<file path="src/rtl/wdg_pkg.sv">
`timescale 1ns/1ps
package wdg_pkg;
    localparam int SEL_W = 2;
    localparam int CNT_W = (1 << SEL_W) - 1;

    typedef struct packed {
        logic [SEL_W-1:0] trim;
        logic [SEL_W-1:0] rate;
        logic [SEL_W-1:0] charge;
    } wd_cfg_t;

    localparam int CFG_W = $bits(wd_cfg_t);

    // remaining cycles after the first one of a strobe: 2^charge - 1
    function automatic logic [CNT_W-1:0] strobe_extra(input logic [SEL_W-1:0] charge);
        logic [CNT_W:0] one_hot;
        one_hot = (CNT_W+1)'(1) << charge;
        return CNT_W'(one_hot - 1'b1);
    endfunction
endpackage

</file>
<file path="src/rtl/wdg_cfg_table.sv">
`timescale 1ns/1ps
module wdg_cfg_table
    import wdg_pkg::*;
#(
    parameter int NUM_CODES = 11,
    parameter int CODE_W    = 4
) (
    input  logic              clk,
    input  logic              rst_n,
    input  logic              we,
    input  logic [CODE_W-1:0] waddr,
    input  wd_cfg_t           wdata,
    input  logic [CODE_W-1:0] raddr,
    output wd_cfg_t           rdata
);
    localparam logic [CODE_W-1:0] LAST_CODE = CODE_W'(NUM_CODES - 1);

    typedef struct packed {
        wd_cfg_t [NUM_CODES-1:0] ent;
        wd_cfg_t                 rd;
    } tbl_state_t;

    tbl_state_t s_d, s_q;

    always_comb begin
        s_d = s_q;
        for (int i = 0; i < NUM_CODES; i++) begin
            if (we && (waddr == CODE_W'(i))) begin
                s_d.ent[i] = wdata;
            end
        end
        if (raddr > LAST_CODE) begin
            s_d.rd = s_q.ent[NUM_CODES-1];
        end else begin
            s_d.rd = s_q.ent[raddr];
        end
    end

    always_ff @(posedge clk or negedge rst_n) begin
        if (!rst_n) begin
            s_q <= '0;
        end else begin
            s_q <= s_d;
        end
    end

    assign rdata = s_q.rd;
endmodule

</file>
<file path="src/rtl/wdg_decide.sv">
`timescale 1ns/1ps
module wdg_decide (
    input  logic en,
    input  logic tick,
    input  logic hi,
    input  logic lo,
    output logic start,
    output logic dir_up
);
    logic one_side;

    always_comb begin
        one_side = hi ^ lo;
        start    = en && tick && one_side;
        dir_up   = hi;
    end
endmodule

</file>
<file path="src/rtl/wdg_pulse_gen.sv">
`timescale 1ns/1ps
module wdg_pulse_gen
    import wdg_pkg::*;
(
    input  logic             clk,
    input  logic             rst_n,
    input  logic             en,
    input  logic             start,
    input  logic             dir_up,
    input  logic [SEL_W-1:0] charge,
    output logic             pull_up,
    output logic             pull_dn
);
    typedef struct packed {
        logic             up;
        logic             dn;
        logic [CNT_W-1:0] cnt;
    } pg_state_t;

    pg_state_t s_d, s_q;
    logic      busy;

    always_comb begin
        s_d  = s_q;
        busy = s_q.up || s_q.dn;
        if (!en) begin
            s_d = '0;
        end else if (busy) begin
            if (s_q.cnt == '0) begin
                s_d.up = 1'b0;
                s_d.dn = 1'b0;
            end else begin
                s_d.cnt = s_q.cnt - 1'b1;
            end
        end else if (start) begin
            s_d.up  = dir_up;
            s_d.dn  = !dir_up;
            s_d.cnt = strobe_extra(charge);
        end
    end

    always_ff @(posedge clk or negedge rst_n) begin
        if (!rst_n) begin
            s_q <= '0;
        end else begin
            s_q <= s_d;
        end
    end

    assign pull_up = s_q.up;
    assign pull_dn = s_q.dn;
endmodule

</file>
<file path="src/rtl/wdg_seq.sv">
`timescale 1ns/1ps
module wdg_seq
    import wdg_pkg::*;
#(
    parameter int NUM_CODES = 11,
    parameter int CODE_W    = $clog2(NUM_CODES)
) (
    input  logic              clk,
    input  logic              rst_n,
    input  logic              wd_en,
    input  logic              tick,
    input  logic              over_hi,
    input  logic              under_lo,
    input  logic [CODE_W-1:0] vcode,
    input  logic              cfg_we,
    input  logic [CODE_W-1:0] cfg_addr,
    input  logic [CFG_W-1:0]  cfg_data,
    output logic              osc_en,
    output logic              pull_up,
    output logic              pull_dn,
    output logic [SEL_W-1:0]  charge_sel,
    output logic [SEL_W-1:0]  rate_sel,
    output logic [SEL_W-1:0]  dz_trim
);
    typedef struct packed {
        logic osc_en;
    } top_state_t;

    top_state_t s_d, s_q;
    wd_cfg_t    cur_cfg;
    logic       start;
    logic       dir_up;

    always_comb begin
        s_d        = s_q;
        s_d.osc_en = wd_en;
    end

    always_ff @(posedge clk or negedge rst_n) begin
        if (!rst_n) begin
            s_q <= '0;
        end else begin
            s_q <= s_d;
        end
    end

    wdg_cfg_table #(
        .NUM_CODES(NUM_CODES),
        .CODE_W   (CODE_W)
    ) i_table (
        .clk  (clk),
        .rst_n(rst_n),
        .we   (cfg_we),
        .waddr(cfg_addr),
        .wdata(wd_cfg_t'(cfg_data)),
        .raddr(vcode),
        .rdata(cur_cfg)
    );

    wdg_decide i_decide (
        .en    (wd_en),
        .tick  (tick),
        .hi    (over_hi),
        .lo    (under_lo),
        .start (start),
        .dir_up(dir_up)
    );

    wdg_pulse_gen i_pulse (
        .clk    (clk),
        .rst_n  (rst_n),
        .en     (wd_en),
        .start  (start),
        .dir_up (dir_up),
        .charge (cur_cfg.charge),
        .pull_up(pull_up),
        .pull_dn(pull_dn)
    );

    assign osc_en     = s_q.osc_en;
    assign charge_sel = cur_cfg.charge;
    assign rate_sel   = cur_cfg.rate;
    assign dz_trim    = cur_cfg.trim;
endmodule

</file>
<file path="config.mk">
export PLATFORM = sky130hd
export DESIGN_NAME = wdg_seq
export DESIGN_NICKNAME = d
export VERILOG_FILES = /design/src/rtl/wdg_pkg.sv /design/src/rtl/wdg_cfg_table.sv /design/src/rtl/wdg_decide.sv /design/src/rtl/wdg_pulse_gen.sv /design/src/rtl/wdg_seq.sv
export SDC_FILE = /design/constraint.sdc
export NUM_CORES = 1
export LEC_CHECK = 0
export ABC_AREA = 1
export BUFFER_PORTS_ARGS = -buffer_cell sky130_fd_sc_hd__buf_2
export CORE_MARGIN = 2
export CORE_UTILIZATION = 50
export CTS_CLUSTER_SIZE = 12
export DETAILED_ROUTE_END_ITERATION = 8
export PLACE_DENSITY = 0.68
export SLEW_MARGIN = 10
export SYNTH_ARGS = -nofsm -noshare
export SYNTH_HDL_FRONTEND = slang
export SYNTH_SLANG_ARGS = --single-unit
</file>
<file path="constraint.sdc">
create_clock -name clk -period 1.77 [get_ports clk]
set_input_delay 0.2655 -clock clk [delete_from_list [all_inputs] [get_ports clk]]
set_output_delay 0.2655 -clock clk [all_outputs]
set_load 0.01 [all_outputs]
</file>
* After elaboration in Yosys (flattened, before gate mapping) *
Index checks and enable logic that the tools add are counted.

word-level totals
  flip-flop bits (word level) = 78
  bits of input ports = 21
  output and inout port bits = 9
  word-level logic and storage cells = 86

operators by class
  add/sub/neg operators = 2
  $lt $le $gt $ge = 2
  equal/unequal tests = 13
  shift-type cells = 1
  muxes and demuxes = 8
  bitwise logic cells = 1
  reduce and logical (&&, ||, !) cells = 19

operators with widths
  kind                                                                     count
  6-bit binary-select mux with 4-bit select                                1
  4-bit by 3-bit equality test with 1-bit output, second input constant    4
  5-bit 2-to-1 mux                                                         3
  1-bit logical AND                                                        13
  4-bit equality test, second input constant                               3
  6-bit 2-to-1 mux                                                         2
  4-bit by 2-bit equality test with 1-bit output, second input constant    2
  3-bit inequality test, second input constant                             2
  3-bit by 1-bit subtractor with 3-bit output, second input constant       2
  4-bit by 5-bit < comparator with 1-bit output, second input constant     1
  4-bit by 1-bit equality test with 1-bit output, second input constant    1
  4-bit greater-than comparator, second input constant                     1
  4-bit logical NOT                                                        1
  2-bit AND reduction                                                      2
  3-bit logical NOT                                                        1
  3-bit 2-to-1 mux                                                         1
  3-bit by 1-bit inequality test with 1-bit output, second input constant  1
  1-bit by 2-bit left shift with 3-bit output, first input constant        1
  2-bit 2-to-1 mux                                                         1
  1-bit logical NOT                                                        1
  1-bit logical OR                                                         1
  1-bit bitwise XOR                                                        1

* Logic depth before layout (Yosys ltp) *
Gate-level depths: netlist (run 1).

  depth after elaboration = 5
  mapped depth = 10
  depth with buffers taken out = 10

* Hierarchy *
Synthesis (run 1) repeated with hierarchy kept, for this count alone.

second synthesis, totals
  cell total of the unflattened synthesis = 511
  area, all modules = 3958.8 sq um

modules (own cells, without submodules)
  module         instances  cells each  area an instance (sq um)  seq. area each (sq um)
  wdg_cfg_table  1          449         3540.9                    1801.7
  wdg_pulse_gen  1          54          360.3                     125.1
  wdg_decide     1          7           32.5                      0.0
  wdg_seq        1          1           25.0                      25.0

* Worst setup path before layout (run 1) *
Ideal clock, no wire load.

  kind = flip-flop to flip-flop
  start = register i_pulse.s_q (netlist bit i_pulse.pull_dn)
  end = register i_pulse.s_q[2] in the netlist's numbering
  setup time = 0.117 ns
  arrival time = 1.282 ns
  data required time = 1.653 ns
  setup slack = 0.371 ns
  stages on the path, launching flop included = 10
  buffers on the path = 0
  period minus slack after synthesis = 1.399 ns
  cell sequence = dfrtp_1 > nor2_2 > nand2_1 > o21ai_0 > inv_1 > ha_1 > a21oi_1 > nor2_1 > nand2_1 > nand2_1

between the ends
  longest elaborated chain between the ends = 3
  elaborated cells on any way between the ends = 6
  classes of those cells = eq/ne: 2; mux: 2; reduce/logical: 2

RTL lines
  element                                                                                   line                 RTL
  from (decl)                                                                               wdg_pulse_gen.sv:20  pg_state_t s_d, s_q;
  from (signal assigned)                                                                    wdg_pulse_gen.sv:44  s_q <= '0;
  from (signal assigned)                                                                    wdg_pulse_gen.sv:46  s_q <= s_d;
  1-bit logical OR *                                                                        wdg_pulse_gen.sv:25  busy = s_q.up || s_q.dn;
  3-bit by 1-bit inequality test with 1-bit output (no line), or another cell as far along  --
  2-bit AND reduction (no line) / 5-bit 2-to-1 mux (equally long branches)                  --

Mark *: on every way between the ends. The rest lies on a longest branch, timed or not.
A chain may end at the register's enable or synchronous reset.

* Final worst setup path (run 1) *
Same ends and word-level chain as after synthesis.

==> results of run 1 <==
critical path, cell delays in order (launching register included):
cell     delay, ns
dfrtp_1       0.42
nor2_2        0.28
nand2_1       0.08
o21ai_0       0.11
inv_1         0.07
ha_1          0.19
a21oi_1       0.12
nor2_1        0.06
nand2_1       0.05
nand2_1       0.04
power groups by stage:
stage               Combinational [uW]  Clock (uW)  Sequential, uW
floorplan                          827           0            2350
global route                      1230        1340            2410
CTS                               1070        1260            2360
detailed placement                1070           0            2390
finish                            1050        1240            2360
global placement                  1030           0            2380
layer usage:
metal  share of wire, %  up-vias
met2                 47       61
met5                  0        -
met3                4.7       14
met4                1.9        0
met1                 47     1369
li1                   -     1504
stage by stage:
stage               hold slack, ns  setup WS [ns]  instance area, sq um  instances
detailed placement           0.273          0.240                  3910        560
global route                 0.100         0.0852                  4110        577
finish                       0.109          0.240                  4110        577
floorplan                  -0.0301          0.371                  3800        458
CTS                          0.107          0.237                  4110        577
global placement             0.273          0.297                  3910        560
worst paths after layout:
path,startpoint,end,slack (ns)
max in group asynchronous,rst_n,i_table.s_q[48]$_DFFE_PN0P_,0.73
setup reg to reg,i_pulse.pull_dn$_DFFE_PN0P_,i_pulse.s_q[2]$_DFFE_PN0P_,0.24
setup / recovery,i_pulse.pull_dn$_DFFE_PN0P_,i_pulse.s_q[2]$_DFFE_PN0P_,0.24
min in group asynchronous,rst_n,i_table.s_q[46]$_DFFE_PN0P_,0.43
hold / removal,wd_en,osc_en$_DFF_PN0_,0.11
hold reg to reg,i_table.s_q[51]$_DFFE_PN0P_,i_table.s_q[51]$_DFFE_PN0P_,0.49
cells in the mapped netlist (all sizes together):
cell,n,area [sq um]
nand4,2,12.5
ha,1,12.5
dfrtp,78,1950
nor3b,1,12.5
nor3,1,5.00
buf,27,199
nand3,47,235
nand2,170,641
a21boi,4,30.0
clkbuf,6,22.5
o21ai,76,489
nor2,10,45.1
inv,28,105
a21oi,7,35.0
layout by cell type (no fill, tap or decap), drive strengths merged:
cell         Yosys  layout
clkbuf           6      13
nand3           47      47
clkinv           0       2
dlygate4sd3      0       1
o21ai           76      76
nor3b            1       1
inv             28      28
buf             27      36
nor2            10      10
clkinvlp         0       1
a21oi            7       7
nor3             1       1
a21boi           4       4
dfrtp           78      78
nand2          170     170
nand4            2       2
ha               1       1
area by class of cell:
class                           count  share of cell area [%]
Clock buffer                       13                    4.11
Clock inverter                      3                   0.426
Inverter                           28                    2.56
Multi-Input combinational cell    319                    36.9
Sequential cell                    78                    47.5
Tap cell                           99                    3.02
Timing Repair Buffer               37                    5.42
registers in the layout, indices dropped and copies added (netlist names):
| name | flops |
|---|---|
| osc_en | 1 |
| i_pulse.pull_dn | 1 |
| i_pulse.pull_up | 1 |
| i_table.s_q | 66 |
| i_table.rdata | 6 |
| i_pulse.s_q | 3 |
kinds of logic (layout without fill, tap and decap cells):
group | Yosys count | in the layout | share of synthesized area, %
AOI/OAI and AO/OA | 87 | 87 | 14.6
and+or+nand+nor | 231 | 231 | 25.0
DFF | 78 | 78 | 51.4
adders and majority gates | 1 | 1 | 0.330
buffers and inverters | 61 | 81 | 8.60
==> results.md, run 1 <==
- CTS Hold Buffers Added: 1
- F_max: 0.654 GHz
- Setup-failing EPs final: 0
- Final worst path period share: 86.4%
- Clock share of power: 26.7%
- Synth Register Bits: 78
- Vias in the first global route: 2926
- Sw Pwr: 1450 uW
- Synth Net Count: 480
- Pwr Total: 4650 uW
- Unrepaired setup endpoints after global routing: false
- Antenna-violating nets left: 0
- Yosys cell types: 21
- Max rail drop VDD: 478 uV
- Port bufs: 29
- Wire per inst: 14.3 um
- Storage cell area: 1950 sq um
- PD cells: 1130 nW/um^2
- 1st-iter DRT viols: 202
- Initial core utilization: 52.1%
- Core area: 7290 sq um
- Max Cap Viol: 0
- Hold Path Class: input pin to flip-flop
- Busiest grt layer: met2
- Total number of vias: 2948
- First-pass GRT wire length: 14.3 mm
- Vias per inst: 5.11
- # Post-CTS Setup Buffers: 0
- Register area share after synthesis: 51.4%
- Combinational power share: 22.7%
- Static leakage: 0.00206 uW
- Syn Area/Cell: 8.29 sq um
- CTS Buf Count: 9
- Internal: 3200 uW
- Multi-input logic area: 1520 sq um
- Clock transition at path regs: 0.07 ns
- Routed WL: 8.25 mm
- Mapped Cells: 458
- Layout Area Growth over Synthesis: 8.21%
- Fin crit period: 1.53 ns
- Die width: 91.1 um
- Drt drc: 0
- Cts repair resizes: 0
- Congestion Overflow GR: 0
- Hold Violations, Final: 0
- ANT cells: 0
- Max Clock Skew: 0.00411 ns
- Worst-margin pin slew: 0.571 ns
- Startpoint types: flip-flop
- Share of layout cells above drive strength 1: 18.2%
- Status: finished, final reports clean
- GRT Util Overall: 22.1%
- Crit-path max FO: 8
- Rows: 31
- CTS Root Cell: clkbuf_8
- Reg2Reg Depth: 9
- CP Class: flip-flop to flip-flop
- Initial antenna violation count: 0
- H-tree lvl count: 3
- Critical path arrival: 1.77 ns
- Setup TNS: 0 ns
- CP endpoint kind: flip-flop
- Data required, critical path: 2.01 ns
- Synthesized area: 3800 sq um
- Grt met1 use: 30.8%
- # clock sinks: 78
- Io pins: 30
- Pin count of the biggest net entering global routing: 39
- Die area: 8310 sq um
- Post-DP HPWL: 5.60 mm
- Post-layout util: 56.3%
- Clock Latency Late Sink: 0.34 ns
- Met3 Use GR: 3.57%
- Met2 usage: 34.6%
- TritonRoute pass-1 iters: 4
- Layout Nets: 495
- Die H: 91.1 um
- Flop pwr share: 50.7%
- Hold Path Stages: 1
- Number of synthesis warnings: 0
- Fill cells: 705
- Sw Share: 31.3%
- Longest Clk Path Bufs: 2
- Final Slew Violations: 0
- CTS tree: done
- Placer Congestion: 0.915
- Slew margin rel.: 61.9%
No activity file was read; power rests on OpenSTA's default activity.
==> inputs of run 2 (changes only) <==
- ABC_AREA: 1 -> not set
- PLACE_DENSITY: 0.68 -> 0.69
==> run 2 against run 1 <==
  * Global-route usage decreased by 3.1 points
  * Worst hold slack lost 0.0084 ns
  * Sequential power about the same
  * Fmax decreased by 7.2%
  * Critical endpoint unchanged
  * Largest power group unchanged
==> results.md, run 2 <==
- Routed WL: 6.85 mm (was 8.25 mm)
- Status: finished, final reports clean (unchanged)
- F_max: 0.607 GHz (was 0.654 GHz)
- Layout Nets: 326 (was 495)
- Syn Area/Cell: 13.3 sq um (was 8.29 sq um)
- Hold Violations, Final: 0 (unchanged)
- Mux contribution to synthesized area: 29.3% (was 0%)
- Reg2Reg Depth: 6 (was 9)
- Die area: 7980 sq um (was 8310 sq um)
- Post-synthesis xor/xnor area fraction: 0.481% (was 0%)
- Register area share after synthesis: 53.6% (was 51.4%)
- Synth Register Bits: 78 (unchanged)
- Instance area after placement: 3890 sq um (was 3910 sq um)
- Unrepaired setup endpoints after global routing: false (unchanged)
- Slew margin rel.: 68.4% (was 61.9%)
- Most common cell after layout, fill and taps aside: dfrtp_1 (was nand2_1)
- CTS tree: done (unchanged)
- Number of synthesis warnings: 0 (unchanged)
- Final worst path period share: 93.1% (was 86.4%)
- Drt drc: 0 (unchanged)
- # clock sinks: 78 (unchanged)
- Top post-synthesis cells by area: dfrtp_1, mux2_2, mux2i_1 (was dfrtp_1, nand2_1, o21ai_2)
- Core area: 7140 sq um (was 7290 sq um)
- Clock share of power: 31.4% (was 26.7%)
- Top reg by flops: i_table.s_q (unchanged)
- Buf/Inv on CP: 0 (was 1)
- GRT Util Overall: 18.9% (was 22.1%)
- Synthesized area: 3640 sq um (was 3800 sq um)
- Final Slew Violations: 0 (unchanged)
- Clock Latency Late Sink: 0.35 ns (was 0.34 ns)
- Initial antenna violation count: 0 (unchanged)
- Vias per inst: 5.36 (was 5.11)
- Crit-path max FO: 6 (was 8)
- Worst-margin pin slew: 0.474 ns (was 0.571 ns)
- Max Cap Viol: 0 (unchanged)
- Post-synth top cells: dfrtp_1, mux2_2, mux2i_1, nand2_1, buf_4 (was nand2_1, dfrtp_1, nand3_1, o21ai_2)
- Placer Congestion: 0.704 (was 0.915)
- Initial core utilization: 51.0% (was 52.1%)
- Fin crit period: 1.65 ns (was 1.53 ns)
- Fill cells: 633 (was 705)
- H-tree lvl count: 3 (unchanged)
- Antenna-violating nets left: 0 (unchanged)
- Count leader, synth: dfrtp_1 (was nand2_1)
- Die H: 89.3 um (was 91.1 um)
- Async set-reset flop share out of synthesis: 100% (unchanged)
- Post-Synth Adder-Cell Area: 0.344% (was 0.330%)
- 1st-iter DRT viols: 59 (was 202)
- Data required, critical path: 2.04 ns (was 2.01 ns)
- Max rail drop VDD: 646 uV (was 478 uV)
- Top cell type's share of synthesized area: 53.6% (was 51.4%)
- Max reg flops: 66 (unchanged)
- Io pins: 30 (unchanged)
- Pin count of the biggest net entering global routing: 34 (was 39)
- Sw Pwr: 1200 uW (was 1450 uW)
- Setup-failing EPs final: 0 (unchanged)
- CP endpoint kind: flip-flop (unchanged)
- Share of layout cells above drive strength 1: 43.7% (was 18.2%)
- Yosys cell types: 31 (was 21)
- CTS Root Cell: clkbuf_8 (unchanged)
- Max Clock Skew: 0.00639 ns (was 0.00411 ns)
- Simple-gate portion of the synthesized area: 6.53% (was 25.0%)
- Slowest stage delay, CP: 0.42 ns (about the same)
- Design Area, Final: 4120 sq um (was 4110 sq um)
- Combinational power share: 18.2% (was 22.7%)
- Non-filler cells, final: 408 (was 577)
- PD cells: 1130 nW/um^2 (about the same)
- Clock transition at path regs: 0.08 ns (was 0.07 ns)
- Critical path arrival: 1.92 ns (was 1.77 ns)
- EDFF count, synth: 0 (unchanged)
- Hold Path Stages: 1 (unchanged)
- Startpoint types: flip-flop (unchanged)
- First-pass GRT wire length: 11.2 mm (was 14.3 mm)
- Largest family of logic cells by synthesized area: multiplexers (was simple AND/OR/NAND/NOR gates)
- Mapped Cells: 274 (was 458)
- TritonRoute pass-1 iters: 4 (unchanged)
- CP Class: flip-flop to flip-flop (unchanged)
- Placed Cells incl. Taps: 391 (was 560)
- CTS Buf Count: 9 (unchanged)
- Internal: 3460 uW (was 3200 uW)
- Congestion Overflow GR: 0 (unchanged)
- Place WS: 0.120 ns (was 0.240 ns)
- Most frequent cells in the layout: dfrtp_1, mux2_2, buf_2 (was nand2_1, dfrtp_1, nand3_1)
- Slowest CP cell: dfrtp_1 (unchanged)
- Die width: 89.3 um (was 91.1 um)
- Synth Net Count: 296 (was 480)
- Rows: 31 (unchanged)
- Static leakage: 0.00187 uW (was 0.00206 uW)
- Total number of vias: 2187 (was 2948)
- Sw Share: 25.7% (was 31.3%)
- Post-DP HPWL: 4.90 mm (was 5.60 mm)
- Post-route setup slack: 0.121 ns (was 0.240 ns)
- Wire per inst: 16.8 um (was 14.3 um)
- Setup TNS: 0 ns (unchanged)
- Pwr Total: 4670 uW (was 4650 uW)
- Hold Path Class: input pin to flip-flop (unchanged)
- Longest Clk Path Bufs: 2 (unchanged)
- Synth Area in Compound Gates: 6.05% (was 14.6%)
- Vias in the first global route: 2158 (was 2926)
- Flop pwr share: 50.4% (was 50.7%)
- Top delay family on crit path: simple AND/OR/NAND/NOR gates (unchanged)
- Yosys top cell by area: dfrtp_1 (unchanged)
- Levels on crit path: 6 (was 9)
- Layout Area Growth over Synthesis: 13.3% (was 8.21%)
- ANT cells: 0 (unchanged)
- # Post-CTS Setup Buffers: 0 (unchanged)
- Port bufs: 29 (unchanged)
- Ys flop type: dfrtp_1 (unchanged)
- CP Cell Sequence: or2_2 -> nor3b_1 -> a21oi_1 -> ha_1 -> xor2_1 -> o22ai_1 (was nor2_2 -> nand2_1 -> o21ai_0 -> inv_1 -> ha_1 -> a21oi_1 -> nor2_1 -> nand2_1 -> nand2_1)
[run 2: cell count changes after synthesis, moves of 5 or more]
cell | before | now
nand2_1 | 169 | 15
inv_1 | 26 | 1
o21ai_2 | 29 | 0
o21ai_0 | 21 | 6
a221o_1 | 0 | 5
o21ai_1 | 26 | 0
o22ai_1 | 0 | 6
buf_2 | 9 | 4
mux2i_1 | 0 | 19
o211ai_1 | 0 | 6
nand3_1 | 47 | 0
nand2b_1 | 0 | 6
mux2_2 | 0 | 76
[run 2: timing repair]
action | in CTS | in global routing
hold buffers | 1 | 0
gates resized for setup | 0 | 0
hold endpoints to repair | 26 | 0
[run 2: power by group through the flow]
stage | registers [uW] | clock network, uW | logic, uW
after floorplan | 2330 | 0 | 682
after global placement | 2380 | 0 | 829
after detailed placement | 2390 | 0 | 856
after CTS | 2360 | 1500 | 861
after global routing | 2400 | 1570 | 942
final | 2350 | 1470 | 848
[run 2: kinds of logic after synthesis]
group,count (synthesis)
AO/OA/AOI/OAI,31
buffers and inverters,23
flip-flops,78
adder cells (fa/ha/maj),1
multiplexers,96
XOR/XNOR,2
AND/OR/NAND/NOR,43
[run 2: path summary, 6_finish.rpt]
check / slack, ns / start / endpoint
min in group asynchronous: 0.38 / rst_n / i_pulse.s_q[2]$_DFFE_PN0P_
max: 0.12 / i_pulse.pull_dn$_DFFE_PN0P_ / i_pulse.s_q[2]$_DFFE_PN0P_
max in group asynchronous: 0.79 / rst_n / i_table.rdata[5]$_DFF_PN0_
min reg2reg: 0.50 / i_table.s_q[30]$_DFFE_PN0P_ / i_table.s_q[30]$_DFFE_PN0P_
max reg2reg: 0.12 / i_pulse.pull_dn$_DFFE_PN0P_ / i_pulse.s_q[2]$_DFFE_PN0P_
min: 0.10 / wd_en / osc_en$_DFF_PN0_
[run 2: routing by layer]
metal,GRT usage [%],part of all wire (%),up-vias
li1,-,-,1044
met1,25.6,49,1104
met2,30.2,47,31
met3,3.88,2.8,8
met4,7.33,1.5,0
met5,0,0,-
[run 2: worst reg2reg max path: stages (launching register included)]
cell,delay (ns)
dfrtp_1,0.42
or2_2,0.36
nor3b_1,0.21
a21oi_1,0.07
ha_1,0.20
xor2_1,0.16
o22ai_1,0.16
[run 2: cell type report]
cell class	instances	area [sq um]	share of cell area, %
Multi-Input combinational cell	173	1560	37.7
Timing Repair Buffer	41	265	6.43
Clock inverter	7	98.8	2.40
Inverter	1	3.75	0.0910
Sequential cell	78	1950	47.3
Tap cell	99	124	3.00
Clock buffer	9	124	3.00
[run 2: stage by stage]
step	utilization (%)	hold WS [ns]
CTS	57.8	0.0874
floorplan	-	-0.0301
global placement	54.5	0.210
global route	57.8	0.0859
detailed placement	54.5	0.213
finish	57.8	0.101
